==> config.mk <==
export PLATFORM = sky130hd
export DESIGN_NAME = crtc_timing
export DESIGN_NICKNAME = d
export VERILOG_FILES = /design/src/rtl/crtc_pkg.sv /design/src/rtl/crtc_regs.sv /design/src/rtl/crtc_hcount.sv /design/src/rtl/crtc_vcount.sv /design/src/rtl/crtc_maddr.sv /design/src/rtl/crtc_timing.sv
export SDC_FILE = /design/constraint.sdc
export NUM_CORES = 1
export LEC_CHECK = 0
export ABC_AREA = 1
export CORE_MARGIN = 4
export CORE_UTILIZATION = 35
export CTS_BUF_LIST = sky130_fd_sc_hd__clkbuf_8
export DETAILED_ROUTE_END_ITERATION = 6
export PLACE_DENSITY = 0.65
export REMOVE_ABC_BUFFERS = 1
export SETUP_SLACK_MARGIN = 0.5
export SYNTH_ARGS = -nofsm -noshare
export SYNTH_HDL_FRONTEND = slang
export SYNTH_HIERARCHICAL = 1
export SYNTH_SLANG_ARGS = --single-unit
export TNS_END_PERCENT = 10
==> constraint.sdc <==
create_clock -name clk -period 2.55 [get_ports clk]
set_input_delay 0.3825 -clock clk [delete_from_list [all_inputs] [get_ports clk]]
set_output_delay 0.3825 -clock clk [all_outputs]
set_load 0.01 [all_outputs]
==> src/rtl/crtc_pkg.sv <==
package crtc_pkg;
   localparam int IDX_W = 5;
   typedef logic [IDX_W-1:0] crtc_idx_t;

   localparam crtc_idx_t IX_HTOT     = 5'd0;
   localparam crtc_idx_t IX_HDISP    = 5'd1;
   localparam crtc_idx_t IX_HSPOS    = 5'd2;
   localparam crtc_idx_t IX_SYNCW    = 5'd3;
   localparam crtc_idx_t IX_VTOT     = 5'd4;
   localparam crtc_idx_t IX_VADJ     = 5'd5;
   localparam crtc_idx_t IX_VDISP    = 5'd6;
   localparam crtc_idx_t IX_VSROW    = 5'd7;
   localparam crtc_idx_t IX_LASTSCAN = 5'd9;
   localparam crtc_idx_t IX_START_HI = 5'd12;
   localparam crtc_idx_t IX_START_LO = 5'd13;
endpackage

==> src/rtl/crtc_regs.sv <==
module crtc_regs
   import crtc_pkg::*;
#(
   parameter int D_W   = 8,
   parameter int H_W   = 8,
   parameter int V_W   = 7,
   parameter int S_W   = 5,
   parameter int A_W   = 14,
   parameter int HSW_W = 4
) (
   input  logic             clk,
   input  logic             rst_n,
   input  logic             bus_we,
   input  logic             bus_sel,
   input  logic [D_W-1:0]   bus_wdata,
   output logic [H_W-1:0]   h_total,
   output logic [H_W-1:0]   h_disp,
   output logic [H_W-1:0]   hs_pos,
   output logic [HSW_W-1:0] hs_width,
   output logic [V_W-1:0]   v_total,
   output logic [S_W-1:0]   v_adj,
   output logic [V_W-1:0]   v_disp,
   output logic [V_W-1:0]   vs_row,
   output logic [S_W-1:0]   last_scan,
   output logic [A_W-1:0]   start_addr
);
   localparam int HI_W = A_W - D_W;

   generate
      if (H_W > D_W || V_W > D_W || S_W > D_W || HSW_W > D_W) begin : g_bad_width
         $error("crtc_regs: a field is wider than the data bus");
      end
      if (HI_W < 1 || HI_W > D_W) begin : g_bad_addr
         $error("crtc_regs: address must span more than one and at most two data words");
      end
      if (IDX_W > D_W) begin : g_bad_idx
         $error("crtc_regs: index wider than the data bus");
      end
   endgenerate

   crtc_idx_t        sel_idx;
   logic [HI_W-1:0]  start_hi;
   logic [D_W-1:0]   start_lo;

   always_ff @(posedge clk or negedge rst_n) begin
      if (!rst_n) begin
         sel_idx   <= '0;
         h_total   <= '0;
         h_disp    <= '0;
         hs_pos    <= '0;
         hs_width  <= '0;
         v_total   <= '0;
         v_adj     <= '0;
         v_disp    <= '0;
         vs_row    <= '0;
         last_scan <= '0;
         start_hi  <= '0;
         start_lo  <= '0;
      end else if (bus_we && !bus_sel) begin
         sel_idx <= bus_wdata[IDX_W-1:0];
      end else if (bus_we && bus_sel) begin
         case (sel_idx)
            IX_HTOT:     h_total   <= bus_wdata[H_W-1:0];
            IX_HDISP:    h_disp    <= bus_wdata[H_W-1:0];
            IX_HSPOS:    hs_pos    <= bus_wdata[H_W-1:0];
            IX_SYNCW:    hs_width  <= bus_wdata[HSW_W-1:0];
            IX_VTOT:     v_total   <= bus_wdata[V_W-1:0];
            IX_VADJ:     v_adj     <= bus_wdata[S_W-1:0];
            IX_VDISP:    v_disp    <= bus_wdata[V_W-1:0];
            IX_VSROW:    vs_row    <= bus_wdata[V_W-1:0];
            IX_LASTSCAN: last_scan <= bus_wdata[S_W-1:0];
            IX_START_HI: start_hi  <= bus_wdata[HI_W-1:0];
            IX_START_LO: start_lo  <= bus_wdata;
            default: ;
         endcase
      end
   end

   assign start_addr = {start_hi, start_lo};

   AST_IDX_HOLD: assert property (@(posedge clk) disable iff (!rst_n)
      (bus_we && bus_sel) |=> sel_idx == $past(sel_idx)) else $error("index changed on data write");
endmodule

==> src/rtl/crtc_hcount.sv <==
module crtc_hcount #(
   parameter int H_W          = 8,
   parameter int HSW_W        = 4,
   parameter bit HS_ZERO_FULL = 1'b0
) (
   input  logic             clk,
   input  logic             rst_n,
   input  logic [H_W-1:0]   h_total,
   input  logic [H_W-1:0]   hs_pos,
   input  logic [HSW_W-1:0] hs_width,
   output logic [H_W-1:0]   col,
   output logic             line_end,
   output logic             hsync
);
   localparam int CNT_W = HSW_W + 1;

   generate
      if (H_W < 2 || HSW_W < 1) begin : g_bad_param
         $error("crtc_hcount: widths too small");
      end
   endgenerate

   logic [CNT_W-1:0] hs_left;
   logic [CNT_W-1:0] hs_load;

   generate
      if (HS_ZERO_FULL) begin : g_zero_full
         assign hs_load = (hs_width == '0) ? {1'b1, {HSW_W{1'b0}}} : {1'b0, hs_width};
      end else begin : g_zero_none
         assign hs_load = {1'b0, hs_width};
      end
   endgenerate

   assign line_end = (col == h_total);
   assign hsync    = (hs_left != '0);

   always_ff @(posedge clk or negedge rst_n) begin
      if (!rst_n) begin
         col <= '0;
      end else if (line_end) begin
         col <= '0;
      end else begin
         col <= col + 1'b1;
      end
   end

   always_ff @(posedge clk or negedge rst_n) begin
      if (!rst_n) begin
         hs_left <= '0;
      end else if (col == hs_pos) begin
         hs_left <= hs_load;
      end else if (hs_left != '0) begin
         hs_left <= hs_left - 1'b1;
      end
   end

   AST_COL_STEP: assert property (@(posedge clk) disable iff (!rst_n)
      !line_end |=> col == $past(col) + 1'b1) else $error("column skipped");
   AST_COL_WRAP: assert property (@(posedge clk) disable iff (!rst_n)
      line_end |=> col == '0) else $error("column did not wrap");
   AST_HS_START: assert property (@(posedge clk) disable iff (!rst_n)
      $rose(hsync) |-> $past(col) == $past(hs_pos)) else $error("hsync rose off position");
   AST_HS_SUPPRESS: assert property (@(posedge clk) disable iff (!rst_n)
      (hs_pos > h_total && col <= h_total && !hsync) |=> !hsync) else $error("hsync past total");
endmodule

==> src/rtl/crtc_vcount.sv <==
module crtc_vcount #(
   parameter int V_W      = 7,
   parameter int S_W      = 5,
   parameter int VS_LINES = 16
) (
   input  logic           clk,
   input  logic           rst_n,
   input  logic           line_end,
   input  logic [V_W-1:0] v_total,
   input  logic [S_W-1:0] v_adj,
   input  logic [V_W-1:0] v_disp,
   input  logic [V_W-1:0] vs_row,
   input  logic [S_W-1:0] last_scan,
   output logic [S_W-1:0] scan,
   output logic           in_adjust,
   output logic           row_end,
   output logic           frame_restart,
   output logic           row_visible,
   output logic           vsync
);
   localparam int VC_W = $clog2(VS_LINES + 1);

   generate
      if (VS_LINES < 1) begin : g_bad_vs
         $error("crtc_vcount: VS_LINES must be at least 1");
      end
   endgenerate

   logic [V_W-1:0]  row;
   logic [V_W-1:0]  next_row;
   logic [VC_W-1:0] vs_left;
   logic            row_last;
   logic            adj_last;
   logic            at_vtotal;
   logic            enter_adj;
   logic            new_row;

   assign row_last      = (scan == last_scan) && !in_adjust;
   assign adj_last      = in_adjust && ((scan + 1'b1) == v_adj);
   assign at_vtotal     = row_last && (row == v_total);
   assign row_end       = line_end && row_last;
   assign frame_restart = line_end && ((at_vtotal && v_adj == '0) || adj_last);
   assign enter_adj     = line_end && at_vtotal && (v_adj != '0);
   assign new_row       = frame_restart || (row_end && !enter_adj);
   assign next_row      = frame_restart ? '0 : row + 1'b1;
   assign row_visible   = (row < v_disp) && !in_adjust;
   assign vsync         = (vs_left != '0);

   always_ff @(posedge clk or negedge rst_n) begin
      if (!rst_n) begin
         scan      <= '0;
         row       <= '0;
         in_adjust <= 1'b0;
      end else if (line_end) begin
         if (frame_restart) begin
            scan      <= '0;
            row       <= '0;
            in_adjust <= 1'b0;
         end else if (enter_adj) begin
            scan      <= '0;
            row       <= row + 1'b1;
            in_adjust <= 1'b1;
         end else if (row_last) begin
            scan <= '0;
            row  <= row + 1'b1;
         end else begin
            scan <= scan + 1'b1;
         end
      end
   end

   always_ff @(posedge clk or negedge rst_n) begin
      if (!rst_n) begin
         vs_left <= '0;
      end else if (new_row && next_row == vs_row) begin
         vs_left <= VC_W'(VS_LINES);
      end else if (line_end && vs_left != '0) begin
         vs_left <= vs_left - 1'b1;
      end
   end

   AST_VS_ALIGN: assert property (@(posedge clk) disable iff (!rst_n)
      $rose(vsync) |-> (scan == '0 && !in_adjust)) else $error("vsync off row start");
   AST_SCAN_WRAP: assert property (@(posedge clk) disable iff (!rst_n)
      row_end |=> scan == '0) else $error("scan did not wrap");
   AST_RESTART: assert property (@(posedge clk) disable iff (!rst_n)
      frame_restart |=> (scan == '0 && !in_adjust && row_visible == (v_disp != '0))) else $error("bad restart");
endmodule

==> src/rtl/crtc_maddr.sv <==
module crtc_maddr #(
   parameter int A_W = 14,
   parameter int H_W = 8
) (
   input  logic           clk,
   input  logic           rst_n,
   input  logic [H_W-1:0] col,
   input  logic [H_W-1:0] h_disp,
   input  logic           line_end,
   input  logic           row_end,
   input  logic           frame_restart,
   input  logic [A_W-1:0] start_addr,
   output logic [A_W-1:0] ma
);
   generate
      if (A_W < 2) begin : g_bad_aw
         $error("crtc_maddr: address too narrow");
      end
   endgenerate

   logic [A_W-1:0] row_base;
   logic [A_W-1:0] next_base;
   logic [A_W-1:0] next_base_now;
   logic           capture;

   assign capture       = (col == h_disp);
   assign next_base_now = capture ? ma : next_base;

   always_ff @(posedge clk or negedge rst_n) begin
      if (!rst_n) begin
         ma        <= '0;
         row_base  <= '0;
         next_base <= '0;
      end else if (frame_restart) begin
         ma        <= start_addr;
         row_base  <= start_addr;
         next_base <= start_addr;
      end else if (line_end && row_end) begin
         ma        <= next_base_now;
         row_base  <= next_base_now;
         next_base <= next_base_now;
      end else begin
         ma        <= line_end ? row_base : ma + 1'b1;
         next_base <= next_base_now;
      end
   end

   AST_MA_STEP: assert property (@(posedge clk) disable iff (!rst_n)
      !line_end |=> ma == $past(ma) + 1'b1) else $error("address did not step");
   AST_MA_LOAD: assert property (@(posedge clk) disable iff (!rst_n)
      frame_restart |=> ma == $past(start_addr)) else $error("start not loaded");
endmodule

==> src/rtl/crtc_timing.sv <==
module crtc_timing #(
   parameter int D_W          = 8,
   parameter int H_W          = 8,
   parameter int V_W          = 7,
   parameter int S_W          = 5,
   parameter int A_W          = 14,
   parameter int HSW_W        = 4,
   parameter int VS_LINES     = 16,
   parameter bit HS_ZERO_FULL = 1'b0
) (
   input  logic           clk,
   input  logic           rst_n,
   input  logic           bus_we,
   input  logic           bus_sel,
   input  logic [D_W-1:0] bus_wdata,
   output logic           hsync,
   output logic           vsync,
   output logic           disp_en,
   output logic [A_W-1:0] mem_addr,
   output logic [S_W-1:0] row_addr
);
   logic [H_W-1:0]   h_total, h_disp, hs_pos, col;
   logic [HSW_W-1:0] hs_width;
   logic [V_W-1:0]   v_total, v_disp, vs_row;
   logic [S_W-1:0]   v_adj, last_scan;
   logic [A_W-1:0]   start_addr;
   logic             line_end, in_adjust, row_end, frame_restart, row_visible;

   crtc_regs #(.D_W(D_W), .H_W(H_W), .V_W(V_W), .S_W(S_W), .A_W(A_W), .HSW_W(HSW_W)) u_regs (
      .clk(clk), .rst_n(rst_n), .bus_we(bus_we), .bus_sel(bus_sel), .bus_wdata(bus_wdata),
      .h_total(h_total), .h_disp(h_disp), .hs_pos(hs_pos), .hs_width(hs_width),
      .v_total(v_total), .v_adj(v_adj), .v_disp(v_disp), .vs_row(vs_row),
      .last_scan(last_scan), .start_addr(start_addr)
   );

   crtc_hcount #(.H_W(H_W), .HSW_W(HSW_W), .HS_ZERO_FULL(HS_ZERO_FULL)) u_h (
      .clk(clk), .rst_n(rst_n), .h_total(h_total), .hs_pos(hs_pos), .hs_width(hs_width),
      .col(col), .line_end(line_end), .hsync(hsync)
   );

   crtc_vcount #(.V_W(V_W), .S_W(S_W), .VS_LINES(VS_LINES)) u_v (
      .clk(clk), .rst_n(rst_n), .line_end(line_end), .v_total(v_total), .v_adj(v_adj),
      .v_disp(v_disp), .vs_row(vs_row), .last_scan(last_scan), .scan(row_addr),
      .in_adjust(in_adjust), .row_end(row_end), .frame_restart(frame_restart),
      .row_visible(row_visible), .vsync(vsync)
   );

   crtc_maddr #(.A_W(A_W), .H_W(H_W)) u_ma (
      .clk(clk), .rst_n(rst_n), .col(col), .h_disp(h_disp), .line_end(line_end),
      .row_end(row_end), .frame_restart(frame_restart), .start_addr(start_addr), .ma(mem_addr)
   );

   assign disp_en = (col < h_disp) && row_visible;

   AST_DE_ADJUST: assert property (@(posedge clk) disable iff (!rst_n)
      in_adjust |-> !disp_en) else $error("display during adjust");
   AST_DE_LATE_COL: assert property (@(posedge clk) disable iff (!rst_n)
      (line_end && h_disp <= h_total) |-> !disp_en) else $error("display at line end");
endmodule

; Word level (Yosys, flattened, before mapping)
; Cells that the tools add are included.
[word_totals]
regBits = 151
in_bits = 12
output_inout_bits = 22
[op_classes]
n_addsub = 6
magnitude_cmp = 2
n_eq_ne = 17
muxes = 21
n_bitwise = 1
reduce_logical = 44
[ops]
columns = operator, count
row1 = $mux W14, 7
row2 = $mux W5, 7
row3 = $reduce_and A3 Y1, 11
row4 = $mux W7, 4
row5 = $eq A8 B8 Y1, 3
row6 = $eq A5 B3 Y1 const B, 4
row7 = $logic_and A1 B1 Y1, 16
row8 = $eq A5 B4 Y1 const B, 3
row9 = $reduce_bool A5 Y1, 3
row10 = $add A14 B1 Y14 const B, 1
row11 = $eq A7 B7 Y1, 2
row12 = $eq A5 B2 Y1 const B, 2
row13 = $eq A5 B5 Y1, 2
row14 = $logic_not A5 Y1, 2
row15 = $sub A5 B1 Y5 const B, 2
row16 = $add A8 B1 Y8 const B, 1
row17 = $lt A8 B8 Y1, 1
row18 = $mux W8, 1
row19 = $reduce_bool A2 Y1, 4
row20 = $add A7 B1 Y7 const B, 1
row21 = $lt A7 B7 Y1, 1
row22 = $add A5 B1 Y5 const B, 1
row23 = $eq A5 B1 Y1 const B, 1
row24 = $reduce_and A2 Y1, 2
row25 = 5 further kinds, 9

; Logic depth before layout (Yosys ltp)
; Gate-level depths: netlist of the first run.
[logic_depth]
word_depth = 10
mapped_depth = 18
depth_no_buf = 16

; Modules after synthesis
; The synthesis of the first run kept the hierarchy.
[by_module_without_submodules]
columns = mod, instances, cells_per_inst, area_each_um2, seq_area_each_um2
row1 = crtc_regs, 1, 368, 3188.1, 1951.9
row2 = crtc_maddr, 1, 324, 2463.6, 1051.0
row3 = crtc_vcount, 1, 249, 1672.9, 450.4
row4 = crtc_hcount, 1, 121, 927.1, 325.3
row5 = crtc_timing, 1, 33, 191.4, 0.0

; Worst setup path before layout of the first run
; Ideal clock, no wire load.
[synth_path]
path_type = register -> register
startpoint = register u_h.col[4]
endpoint = register u_ma.ma[6]
setup_time_ns = 0.076
arrival_ns = 2.592
t_required_ns = 2.474
setup_slack_ns = -0.118
stages_incl_launch_ff = 15
synth_period_minus_slack_ns = 2.668
cell_sequence = dfrtp_1 -> buf_6 -> xnor2_1 -> nand4_1 -> nor2_4 -> buf_2 -> inv_1 -> nor2_4 -> nand3_4 -> nand2_2 -> buf_2 -> clkbuf_1 -> nand2_1 -> a21boi_1 -> o21ai_1
[synth_between]
elab_chain_cells = 5
word_cells_on_any_way = 9
cone_classes = 2 x eq/ne / 4 x mux / 3 x reduce/logical
[synth_lines]
columns = element, line_no
row1 = "start, declared", crtc_hcount.sv:11  ; output logic [H_W-1:0] col,
row2 = "start signal, assigned", crtc_hcount.sv:43  ; col <= col + 1'b1;
row3 = $eq A8 B8 Y1, crtc_hcount.sv:34  ; assign line_end = (col == h_total);
row4 = named net line_end, crtc_timing.sv:27  ; logic line_end, in_adjust, row_end, frame_restart, row_visible;
row5 = $logic_and A1 B1 Y1, crtc_vcount.sv:41  ; assign row_end = line_end && row_last;
row6 = named net row_end, crtc_timing.sv:27
row7 = $logic_and A1 B1 Y1, crtc_maddr.sv:38  ; end else if (line_end && row_end) begin
row8 = $mux W14, crtc_maddr.sv:38
row9 = $mux W14, crtc_maddr.sv:34  ; end else if (frame_restart) begin
row10 = "end signal, assigned", crtc_maddr.sv:35  ; ma <= start_addr;
row11 = "end signal, assigned", crtc_maddr.sv:39  ; ma <= next_base_now;
row12 = "end signal, assigned", crtc_maddr.sv:43  ; ma <= line_end ? row_base : ma + 1'b1;
row13 = "end, declared", crtc_maddr.sv:13  ; output logic [A_W-1:0] ma
; The timed path passes the listed nets, and every way through them passes these cells.
; A chain may end at the register's enable or synchronous reset.

; Worst setup path after layout of the first run
[layout_path]
startpoint = register u_v.row[6]
endpoint = output port disp_en
[layout_between]
elab_chain_cells = 3
[layout_lines]
columns = element, line_no
row1 = "start, declared", crtc_vcount.sv:29  ; logic [V_W-1:0] row;
row2 = "start signal, assigned", crtc_vcount.sv:61  ; row <= row + 1'b1;
row3 = "start signal, assigned", crtc_vcount.sv:65  ; row <= row + 1'b1;
row4 = $lt A7 B7 Y1, crtc_vcount.sv:46  ; assign row_visible = (row < v_disp) && !in_adjust;
row5 = $logic_and A1 B1 Y1, crtc_vcount.sv:46
row6 = named net row_visible, crtc_timing.sv:27
row7 = $logic_and A1 B1 Y1, crtc_timing.sv:53  ; assign disp_en = (col < h_disp) && row_visible;
row8 = "end, declared", crtc_timing.sv:18  ; output logic disp_en,
; The timed path passes the listed nets, and every way through them passes these cells.

==> metrics.txt, run 1 <==
placed cell count 1447; pin count of the biggest net entering global routing 67; post-layout instance count excluding filler cells 1506; type of the worst setup path reg2out; via density per instance 4.86; floorplan die width 163 µm; smallest setup slack after layout 0.0532 ns; DRC marker count from the first detailed-route iteration 559; first-pass iteration count of the detailed router 5; slew at the pin with the worst max-slew slack 0.837 ns; pwr/cell area 1070 nW/µm²; Detailed Place HPWL 14000 µm; RePlAce Congestion 0.801; max-slew violations 0; Antenna Diode Count 0; DRC viols 0; most used flip-flop cell after synthesis dfrtp_1; Worst slew margin 44.0%; class of the worst hold path reg2reg; Worst Setup Slack post-DPL -0.0757 ns; I/O pin count 34; CTS H-Tree Depth 4; sequential fraction of the synthesis area 44.8%; post-detailed-route wirelength per cell 14.4 µm; first-pass GRT wire length 35900 µm; final clock skew 0.0160 ns; Area growth syn-to-layout 26.3%; number of hold violations in the final report 0; Post-Syn Area 8440 µm²; part of the cycle the worst path needs 97.9%; final cell utilization of the core 45.2%; worst path arrival time 2.11 ns; cell type contributing the most total cell area after synthesis dfrtp_1; post-synthesis average cell area 7.71 µm²; row count 56; Max clock buf depth 2; gr usage total 16.8%; area of the core 23600 µm²; final critical-path required period 2.50 ns; total number of clock tree sinks 151; routed wire length 21600 µm; Lkg Pwr 5.28 nW; CTS tree built; count of warnings emitted by yosys 6; crit-path max FO 3; fraction of registers with async set/reset 100%; most repeated cell in the gate-level netlist after synthesis nand2_1; via count 7321; clock-pin slew of the registers on the worst-case setup and hold paths 0.09 ns; antenna violations before repair 0; Post-Syn Instances 1095; number of global-route vias before repair 7148; VDD IR-drop max 0.000465 V; fraction of final layout cells with drive strength greater than 1 20.7%; effective utilization at floorplan 35.8%; launching element type of the critical path flop; ranking of synthesized cells by area dfrtp_1 45%, nand2_1 17%, nand3_1 8.5%; number of register bits inferred by synthesis 151; CP endpoint kind output pin; number of buffers created by CTS 17; setup repair after global routing missed its margin yes; run status completed; data required time at the worst endpoint 2.17 ns; master cell of the clock root buffer clkbuf_8; number of nets at the end of the flow 1206; Finish-stage setup viols 0; area enclosed by the die boundary 26700 µm²; Die Y 163 µm; GRT Residual Overflow 0; fmax 0.401 GHz; unique cell type count in the Yosys netlist 42; post-synth top area share 44.8%; number of buffer cells added on primary ports 33; count of flip-flops with a built-in enable after synthesis 0; total negative setup slack 0 ns; remaining number of nets flagged by the antenna check after routing 0; Max-Cap Viols 0; cell types with the highest counts after synthesis 385 x nand2_1, 151 x dfrtp_1, 144 x nand3_1, 101 x inv_1, 67 x nor2_1; clock insertion delay at the later pin of the skew report 0.46 ns
timing repair:
action,in CTS,in global routing
setup endpoints to repair,62,62
cloned,3,0
endpoints found under the hold margin,63,0
resized for setup,170,39
pin swaps,101,47
setup buffers,14,9
hold buffers,1,0
critical path: stages, from the launching register on:
cell and delay, ns:
dfrtp_1 0.42, ha_4 0.26, a21oi_2 0.12, o21ai_1 0.06, nor3_1 0.17, buf_4 0.14
nand2_2 0.04, a21oi_2 0.10, o21ai_1 0.07, a21oi_1 0.12, buf_2 0.15
logic make-up after synthesis:
| logic type | after synthesis | share of synthesized area, % |
|---|---|---|
| and+or+nand+nor | 669 | 35.5 |
| DFF | 151 | 44.8 |
| buffers and inverters | 145 | 8.00 |
| AOI/OAI and AO/OA | 68 | 4.33 |
| xor gates and xnor gates | 42 | 4.45 |
| adders and majority gates | 20 | 2.96 |
registers in the layout (all words and copies together) (netlist names), 6 cells and up:
name	flops
u_ma/ma	14
u_ma/next_base	14
u_ma/row_base	14
u_h/col	8
u_regs/h_disp	8
u_regs/h_total	8
u_regs/hs_pos	8
u_regs/start_lo	8
u_regs/v_disp	7
u_regs/v_total	7
u_regs/vs_row	7
u_v/row	7
u_regs/start_hi	6
power by group:
| part | switching (mW) | internal (mW) | leakage, nW |
|---|---|---|---|
| Clock | 0.908 | 1.15 | 0.228 |
| Sequential | 0.578 | 3.12 | 1.94 |
| Combinational | 3.27 | 2.34 | 3.12 |
final cells by class:
cell class,instances,area [µm²]
clock buffer,17,234
clock inverter,15,210
timing repair inverter,1,8.76
sequential,151,3780
multi-input combinational,800,4670
timing repair buffer,94,938
tap,319,399
fill,2310,12900
inverter,109,425
routing by layer:
layer	GRT usage, %	routed length [µm]
met5	0	0
met3	3.20	894
met4	4.42	234
met1	22.7	10000
met2	27.8	10500
cell usage in the layout, fill, tap and decap left out, drive strengths merged:
cell type	n
nand2	396
nand3	153
dfrtp	151
inv	112
nor2	90
buf	63
o21ai	31
clkdlybuf4s50	29
a21oi	26
xnor2	22
xor2	20
ha	20
nand4	19
clkbuf	17
a21boi	6
clkinv	6
bufinv	5
nor3	4
nand3b	3
clkinvlp	2
o211ai	2
nor4	2
or2	2
dlygate4sd3	1
dlygate4sd2	1
nor3b	1
a31oi	1
o22ai	1
o21bai	1
worst paths after layout:
path,start,to,slack (ns),cells after the start
setup / recovery,u_v/row[6]$_DFFE_PN0P_,disp_en,0.05,10
hold / removal,u_regs/hs_width[3]$_DFFE_PN0P_,u_regs/hs_width[3]$_DFFE_PN0P_,0.47,2
setup reg to reg,u_h/col[4]$_DFF_PN0_,u_ma/ma[9]$_DFF_PN0_,0.14,16
hold reg to reg,u_regs/hs_width[3]$_DFFE_PN0P_,u_regs/hs_width[3]$_DFFE_PN0P_,0.47,2
max in group asynchronous,rst_n,u_regs/vs_row[0]$_DFFE_PN0P_,1.26,3
min in group asynchronous,rst_n,u_ma/next_base[0]$_DFF_PN0_,0.50,2
metrics by stage:
| step | power [mW] | hold WS [ns] | instance area, µm² |
|---|---|---|---|
| 6_report | 11.4 | 0.471 | 10700 |
| 5_1_grt | 12.3 | 0.503 | 10700 |
| 4_1_cts | 11.1 | 0.472 | 10400 |
| 3_5_place_dp | 8.36 | 0.439 | 9230 |
| 3_3_place_gp | 8.24 | 0.441 | 9230 |
| 2_1_floorplan | 6.77 | 0.0869 | 8180 |
Power figures use the tool's default switching activity.
==> run 2: changes to the inputs <==
ABC_AREA = not set   (was 1)
ABC_CLOCK_PERIOD_IN_PS = 2550   (was not set)
==> metrics.txt, run 2 <==
run status complete, but fails checks; violated checks setup timing; Worst slew margin 53.4%; parity-gate share of the synthesized area counting xor and xnor cells 9.17%; part of the cycle the worst path needs 119%; class of the worst hold path in2async; area enclosed by the die boundary 25100 µm²; pwr/cell area 995 nW/µm²; count of warnings emitted by yosys 6; most repeated cell in the gate-level netlist after synthesis dfrtp_1; GRT Residual Overflow 0; launching element type of the critical path flop; fraction of final layout cells with drive strength greater than 1 31.1%; cell types with the highest counts after synthesis 151 x dfrtp_1, 70 x mux2_2, 61 x nor2_1, 45 x xnor2_1, 33 x nand2_1; Detailed Place HPWL 11900 µm; post-synth top area share 47.7%; gr usage total 15.1%; number of nets at the end of the flow 824; number of register bits inferred by synthesis 151; VDD IR-drop max 0.000389 V; clock-pin slew of the registers on the worst-case setup and hold paths 0.08 ns; CTS tree built; count of flip-flops with a built-in enable after synthesis 0; type of the worst setup path reg2out; DRC viols 0; row count 54; remaining number of nets flagged by the antenna check after routing 0; slew at the pin with the worst max-slew slack 0.696 ns; first-pass iteration count of the detailed router 5; unique cell type count in the Yosys netlist 73; number of buffers created by CTS 17; Area growth syn-to-layout 23.2%; RePlAce Congestion 0.785; data required time at the worst endpoint 2.17 ns; CP endpoint kind output pin; final cell utilization of the core 44.3%; post-synthesis share of cell area spent on full adders, half adders and majority gates 3.16%; via density per instance 5.16; routed wire length 17900 µm; sequential fraction of the synthesis area 47.7%; Post-Syn Area 7930 µm²; first-pass GRT wire length 29900 µm; CTS H-Tree Depth 4; cell type contributing the most total cell area after synthesis dfrtp_1; fraction of registers with async set/reset 100%; master cell of the clock root buffer clkbuf_8; effective utilization at floorplan 36.0%; clock insertion delay at the later pin of the skew report 0.45 ns; total number of clock tree sinks 151; setup repair after global routing missed its margin yes; delay of the slowest cell on the worst path 0.39 ns; post-detailed-route wirelength per cell 16.5 µm; fmax 0.331 GHz; I/O pin count 34; Max clock buf depth 2; area fraction in compound gates after synthesis 9.74%; number of hold violations in the final report 0; main combinational cell family by area after synthesis multiplexers; final critical-path required period 3.02 ns; critical-path cell with the highest stage delay dfrtp_1; pin count of the biggest net entering global routing 62; max-slew violations 0; Finish-stage setup viols 7; Post-Syn Instances 707; Die Y 158 µm; DRC marker count from the first detailed-route iteration 354; number of global-route vias before repair 5605; share of cell area taken by muxes after synthesis 14.0%; final clock skew 0.0159 ns; ranking of synthesized cells by area dfrtp_1 48%, mux2_2 9.9%, xnor2_1 5.0%; post-synthesis average cell area 11.2 µm²; total power of the final layout 9.72 mW; worst path arrival time 2.64 ns; area share of and/or/nand/nor cells after synthesis 12.6%; Lkg Pwr 4.31 nW; number of buffer cells added on primary ports 33; via count 5601; leading registers by flop count u_ma/ma x14, u_ma/next_base x14, u_ma/row_base x14; antenna violations before repair 0; floorplan die width 158 µm; cell chain of the critical path ha_1 > a21o_1 > a21o_1 > a21o_1 > a21o_1 > a21o_1 > a211oi_2 > nor2b_1 > o21ai_1 > a21oi_1 > buf_2; most frequent cells in the layout 151 x dfrtp_1, 70 x mux2_2, 48 x nor2_1, 45 x buf_4, 45 x xnor2_1; cell repeated most along the worst path a21o_1; most common library cell in the layout ignoring fill and taps dfrtp_1; crit-path max FO 2; area of the core 22000 µm²; smallest setup slack after layout -0.473 ns; Max-Cap Viols 0; most used flip-flop cell after synthesis dfrtp_1; Worst Setup Slack post-DPL -0.589 ns; Antenna Diode Count 0
run 2: cell count changes after synthesis, moves of 11 or more:
cell,delta
xnor2_1,+24
mux2i_1,+14
xor2_1,+11
nand2_1,-352
mux2_2,+70
nor2_2,-13
mux2_4,+12
inv_1,-77
nand3_1,-127
run 2: cell families after synthesis:
group,count (synthesis)
muxes,96
DFF,151
AOI/OAI and AO/OA,114
adders and majority gates,20
xor gates and xnor gates,79
buffers and inverters,61
and+or+nand+nor,186
run 2: final timing paths:
| path | start | end | slack [ns] | cells after the start |
|---|---|---|---|---|
| setup / recovery | u_v/row[1]$_DFFE_PN0P_ | disp_en | -0.47 | 11 |
| hold / removal | rst_n | u_ma/row_base[7]$_DFFE_PN0P_ | 0.47 | 2 |
| setup reg to reg | u_regs/h_total[3]$_DFFE_PN0P_ | u_v/vs_left[1]$_DFFE_PN0P_ | -0.13 | 11 |
| hold reg to reg | u_ma/row_base[10]$_DFFE_PN0P_ | u_ma/row_base[10]$_DFFE_PN0P_ | 0.48 | 2 |
| max in group asynchronous | rst_n | u_v/vs_left[1]$_DFFE_PN0P_ | 1.39 | 3 |
| min in group clk | u_ma/row_base[10]$_DFFE_PN0P_ | u_ma/row_base[10]$_DFFE_PN0P_ | 0.48 | 2 |
run 2: report_power, final:
group / internal, mW / switching, mW
Sequential: 3.22 / 0.688
Combinational: 2.06 / 1.81
Clock: 1.06 / 0.883
run 2: area by class of cell:
type | count | area [µm²]
flip-flops and latches | 151 | 3780
well taps | 280 | 350
fillers | 2045 | 12300
clock buffers | 21 | 289
inverters | 27 | 106
repair buffers | 100 | 967
multi-input cells | 495 | 4150
clock inverters | 11 | 130
run 2: layer usage:
| metal | vias to the layer above | part of all wire, % | global-route usage (%) |
|---|---|---|---|
| met5 | - | 0 | 0 |
| met4 | 0 | 0.95 | 4.14 |
| met1 | 2821 | 48 | 21.0 |
| met2 | 89 | 48 | 24.2 |
| li1 | 2674 | - | - |
| met3 | 17 | 3.4 | 2.85 |
run 2: worst max-delay path: cells and delay by family, from the launching register on:
family	cells	cell delay, ns
AOI/OAI and AO/OA	8	1.21
DFF	1	0.39
adders and majority gates	1	0.29
and+or+nand+nor	1	0.16
buffers and inverters	1	0.14
run 2: stage by stage:
stage | setup TNS (ns) | cell area [µm²] | hold slack, ns | instances
2_1_floorplan | -63.31 | 7740 | 0.0869 | 673
3_3_place_gp | -2.60 | 8890 | 0.410 | 1044
3_5_place_dp | -3.55 | 8890 | 0.420 | 1044
4_1_cts | -1.42 | 9560 | 0.478 | 1078
5_1_grt | -6.38 | 9770 | 0.517 | 1085
6_report | -1.01 | 9770 | 0.467 | 1085
run 2: what timing repair did:
action,in CTS,in global routing
buffers inserted,1,7
hold buffers,1,0
endpoints found under the hold margin,59,0
gates resized for setup,68,53
pin swaps,39,23
setup endpoints to repair,63,63
